[src/rtl/sp_irq_coalescer.sv]
module sp_irq_coalescer #(
  parameter int NFLAGS = 8
) (
  input  logic              clk,
  input  logic              rst_n,
  input  logic [NFLAGS-1:0] tx_evt,
  input  logic [NFLAGS-1:0] rx_evt,
  input  logic              wr_en,
  input  logic [1:0]        addr,
  input  logic [NFLAGS-1:0] wdata,
  output logic [NFLAGS-1:0] rdata,
  output logic              tx_irq,
  output logic              rx_irq
);
  localparam logic [1:0] A_TXS = 2'd0, A_TXE = 2'd1, A_RXS = 2'd2, A_RXE = 2'd3;

  logic [NFLAGS-1:0] tx_stat, tx_en, rx_stat, rx_en;
  logic              tx_pend, rx_pend;

  wire wr_txs = wr_en && addr == A_TXS;
  wire wr_txe = wr_en && addr == A_TXE;
  wire wr_rxs = wr_en && addr == A_RXS;
  wire wr_rxe = wr_en && addr == A_RXE;

  wire tx_act = |(tx_stat & tx_en);
  wire rx_act = |(rx_stat & rx_en);

  assign tx_irq = tx_act && !tx_pend;
  assign rx_irq = rx_act && !rx_pend;

  always_ff @(posedge clk) begin
    if (!rst_n) begin
      tx_stat <= '0;
      tx_en   <= '0;
      rx_stat <= '0;
      rx_en   <= '0;
      tx_pend <= 1'b0;
      rx_pend <= 1'b0;
    end else begin
      tx_stat <= (tx_stat & ~(wr_txs ? wdata : '0)) | tx_evt;
      rx_stat <= (rx_stat & ~(wr_rxs ? wdata : '0)) | rx_evt;
      if (wr_txe) tx_en <= wdata;
      if (wr_rxe) rx_en <= wdata;
      tx_pend <= wr_txs ? 1'b0 : (tx_pend | tx_irq);
      rx_pend <= wr_rxs ? 1'b0 : (rx_pend | rx_irq);
    end
  end

  always_comb begin
    unique case (addr)
      A_TXS:   rdata = tx_stat;
      A_TXE:   rdata = tx_en;
      A_RXS:   rdata = rx_stat;
      default: rdata = rx_en;
    endcase
  end
endmodule


[config.mk]
export PLATFORM = sky130hd
export DESIGN_NAME = sp_irq_coalescer
export DESIGN_NICKNAME = d
export VERILOG_FILES = /design/src/rtl/sp_irq_coalescer.sv
export SDC_FILE = /design/constraint.sdc
export NUM_CORES = 1
export LEC_CHECK = 0
export BUFFER_PORTS_ARGS = -buffer_cell sky130_fd_sc_hd__buf_2
export CAP_MARGIN = 10
export CORE_MARGIN = 1.5
export CORE_UTILIZATION = 43
export DETAILED_ROUTE_END_ITERATION = 10
export PLACE_DENSITY = 0.67
export SLEW_MARGIN = 20
export SYNTH_ARGS = -nofsm -noshare
export SYNTH_HDL_FRONTEND = slang
export SYNTH_SLANG_ARGS = --single-unit
[constraint.sdc]
create_clock -name clk -period 1.4 [get_ports clk]
set_input_delay 0.14 -clock clk [delete_from_list [all_inputs] [get_ports clk]]
set_output_delay 0.14 -clock clk [all_outputs]
set_load 0.03 [all_outputs]
==> results.tsv <==
metric	value	unit
status	complete, but fails checks	
failed_checks	negative setup slack	
start_util	45.68	%
top_level_ports	39	
drive_above_1_share	48.60	%
min_delay_path_depth	2	
vias	1235	
number_of_global_route_vias_before_repair	1276	
cap_viol_max_count	0	
sink_of_the_worst_hold_path	rx_stat[4]	
hold_viol_final	0	
worst_r2r_startpoint	tx_stat[5]	
instance_area_at_placement	1799	um^2
global_route.usage.total	19.73	%
cts_tree	yes	
critical_path.endpoint_type	output port	
core_area	3416	um^2
gp_congestion	0.7504	
synth_sequential_area_ratio	43.62	%
floorplan.die.width	63.24	um
synth-warning-count	0	
cts_inserted_buffers	5	
worst-endpoint-arrival	1.46	ns
cp.required	1.26	ns
drt-vias-per-instance	5.489	
clock_tree.buffer_depth	2	
postSynthNetCount	161	
grt_pass1_wl	5927	um
final_period_minus_worst_setup_slack	1.595	ns
critPathLaunchType	flop	
drt.antenna.violating_nets	0	
die_height	63.24	um
clock_insertion_delay_worst_skew	0.33	ns
routed_wire_length_per_instance	15.94	um
clkSlewWorstSetupHoldPaths	0.09	ns
timing.final.setup_violations	10	
placement_stage_worst_setup_slack	0.05466	ns
grt_start_max_net_pins	17	
synth.cell_area	1560	um^2
tightestPinTransition	0.3483	ns
grt-ovfl-total	0	
route.final.wire_length	3586	um
post_synth.cell_area_avg	11.82	um^2
power-per-cell-area	989.6	nW/um^2
syn-instance-count	132	
area_growth_syn_to_layout	24.94	%
number_of_antenna_violations_at_the_first_check_in_global_routing	0	
ant_diodes	0	
worstReg2RegEnd	tx_pend	
dp_hpwl	2657	um
hold_path.startpoint	rx_evt[4]	
final_net_count	208	
synth_seq_cells	34	
clock_tree.htree_level_count	2	
std_cell_rows	21	
fin_crit_sh	113.9	%
drt_pre_antenna_iters	4	
most-common-layout-cells	sky130_fd_sc_hd__buf_2 (28), sky130_fd_sc_hd__dfxtp_2 (22)	
post_synth_num_cell_types	20	
drc	0	
finish.instance_area	1949	um^2
max-slew-margin-rel	76.78	%
critical_path.max_fanout	3	
classification_of_the_worst_setup_path	flop to output port	
number_of_max_slew_violations_in_the_final_report	0	
detailedRoute.firstIterationViolations	72	
timing.hold.worst.class	input pin to flop	
layout_commonest_cell	sky130_fd_sc_hd__buf_2	
setup_repair_after_global_routing_missed_its_margin	yes	
timing.reg2reg.worst_path_depth	4	
fp.dieArea	3999	um^2
cts.root.buffer_cell	sky130_fd_sc_hd__clkbuf_4	
numClockSinks	34	
leakage_power	0.8787	nW
setup.reg_to_reg.worst_slack	0.21	ns
worst_ir_drop_vdd	0.6365	mV
setup_slack	-0.1952	ns
maxClockFrequency	626.9	MHz
timing.clock.skew	0.003482	ns
place.port_buffers	38	
## layer usage
metal / track usage [%] / share of wire (%)
met5: 0 / 0
met4: 6.250 / 1.2
met1: 24.42 / 43
met3: 6.607 / 5.4
met2: 32.58 / 51
## Yosys cell counts
master / count / share of area [%]
sky130_fd_sc_hd__nor3b_4: 1 / 1.2
sky130_fd_sc_hd__a221oi_1: 4 / 2.2
sky130_fd_sc_hd__a22o_1: 4 / 2.2
sky130_fd_sc_hd__nor2_1: 16 / 3.8
sky130_fd_sc_hd__nand3_2: 1 / 0.64
sky130_fd_sc_hd__buf_6: 2 / 1.4
sky130_fd_sc_hd__and3b_2: 1 / 0.64
sky130_fd_sc_hd__nand3b_1: 1 / 0.48
sky130_fd_sc_hd__buf_2: 2 / 0.64
sky130_fd_sc_hd__dfxtp_1: 34 / 44
sky130_fd_sc_hd__a21oi_1: 2 / 0.64
sky130_fd_sc_hd__o21a_1: 16 / 7.7
sky130_fd_sc_hd__mux4_1: 8 / 13
sky130_fd_sc_hd__clkbuf_1: 2 / 0.48
sky130_fd_sc_hd__a21boi_0: 16 / 7.7
sky130_fd_sc_hd__clkinv_1: 1 / 0.24
sky130_fd_sc_hd__inv_1: 2 / 0.48
sky130_fd_sc_hd__clkbuf_8: 1 / 0.88
sky130_fd_sc_hd__a311oi_1: 2 / 1.1
sky130_fd_sc_hd__mux2i_1: 16 / 10
## power breakdown
group | switching, mW | leakage, nW | internal, mW
sequential | 0.0452 | 0.289 | 1.03
combinational | 0.178 | 0.565 | 0.187
clock | 0.302 | 0.0254 | 0.189
## worst max-delay path, stage by stage, from the launching register on
cell and delay [ns]:
sky130_fd_sc_hd__dfxtp_2 0.34, sky130_fd_sc_hd__a22o_1 0.24, sky130_fd_sc_hd__a221oi_2 0.23, sky130_fd_sc_hd__a21oi_1 0.13, sky130_fd_sc_hd__buf_4 0.19
## cells by family after synthesis
group	count (synthesis)	share of synthesized area [%]
AO/OA/AOI/OAI	44	21.65
flip-flops	34	43.62
multiplexers	24	23.74
AND/OR/NAND/NOR	20	6.817
buffers and inverters	10	4.170
## worst max path at each step
stage	from	slack, ns	cells after the start	endpoint
global placement	rx_stat[5]	0.07	4	rx_irq
CTS	rx_stat[5]	-0.20	4	rx_irq
floorplan	tx_stat[3]	0.24	3	tx_irq
detailed placement	rx_stat[5]	0.05	4	rx_irq
finish	rx_stat[5]	-0.20	4	rx_irq
global route	tx_stat[3]	-0.27	4	tx_irq
## state kept, by name (all words and copies together), names as in the netlist
signal	count
rx_en	8
tx_en	8
rx_stat	8
tx_stat	8
tx_pend	1
rx_pend	1
## per-stage QoR
stage | power, mW | hold WS, ns | std cells | TNS, ns | util (%)
2_1_floorplan | 1.287 | 0.2639 | 132 | 0 | -
3_3_place_gp | 1.389 | 0.3474 | 215 | 0 | 52.67
3_5_place_dp | 1.405 | 0.3557 | 215 | 0 | 52.67
4_1_cts | 1.933 | 0.007145 | 223 | -0.8058 | 56.30
5_1_grt | 2.015 | 0.0006526 | 225 | -1.166 | 57.07
6_report | 1.929 | 0.01342 | 225 | -0.6487 | 57.07
## what timing repair did
action / CTS / global route
hold endpoints to repair: 0 / 2
pin swaps: 2 / 1
setup endpoints to repair: 10 / 10
hold buffers: 0 / 2
setup buffers: 1 / 0
gates resized for setup: 42 / 11
## area by class of cell
class                           count  area [um^2]
Clock buffer                        7        45.04
Timing Repair Buffer               47        317.8
Inverter                            3        11.26
Sequential cell                    34        708.2
Tap cell                           46        57.56
Multi-Input combinational cell     88        809.5
Fill cell                         312         1466
No activity file was read; power rests on OpenSTA's default activity.
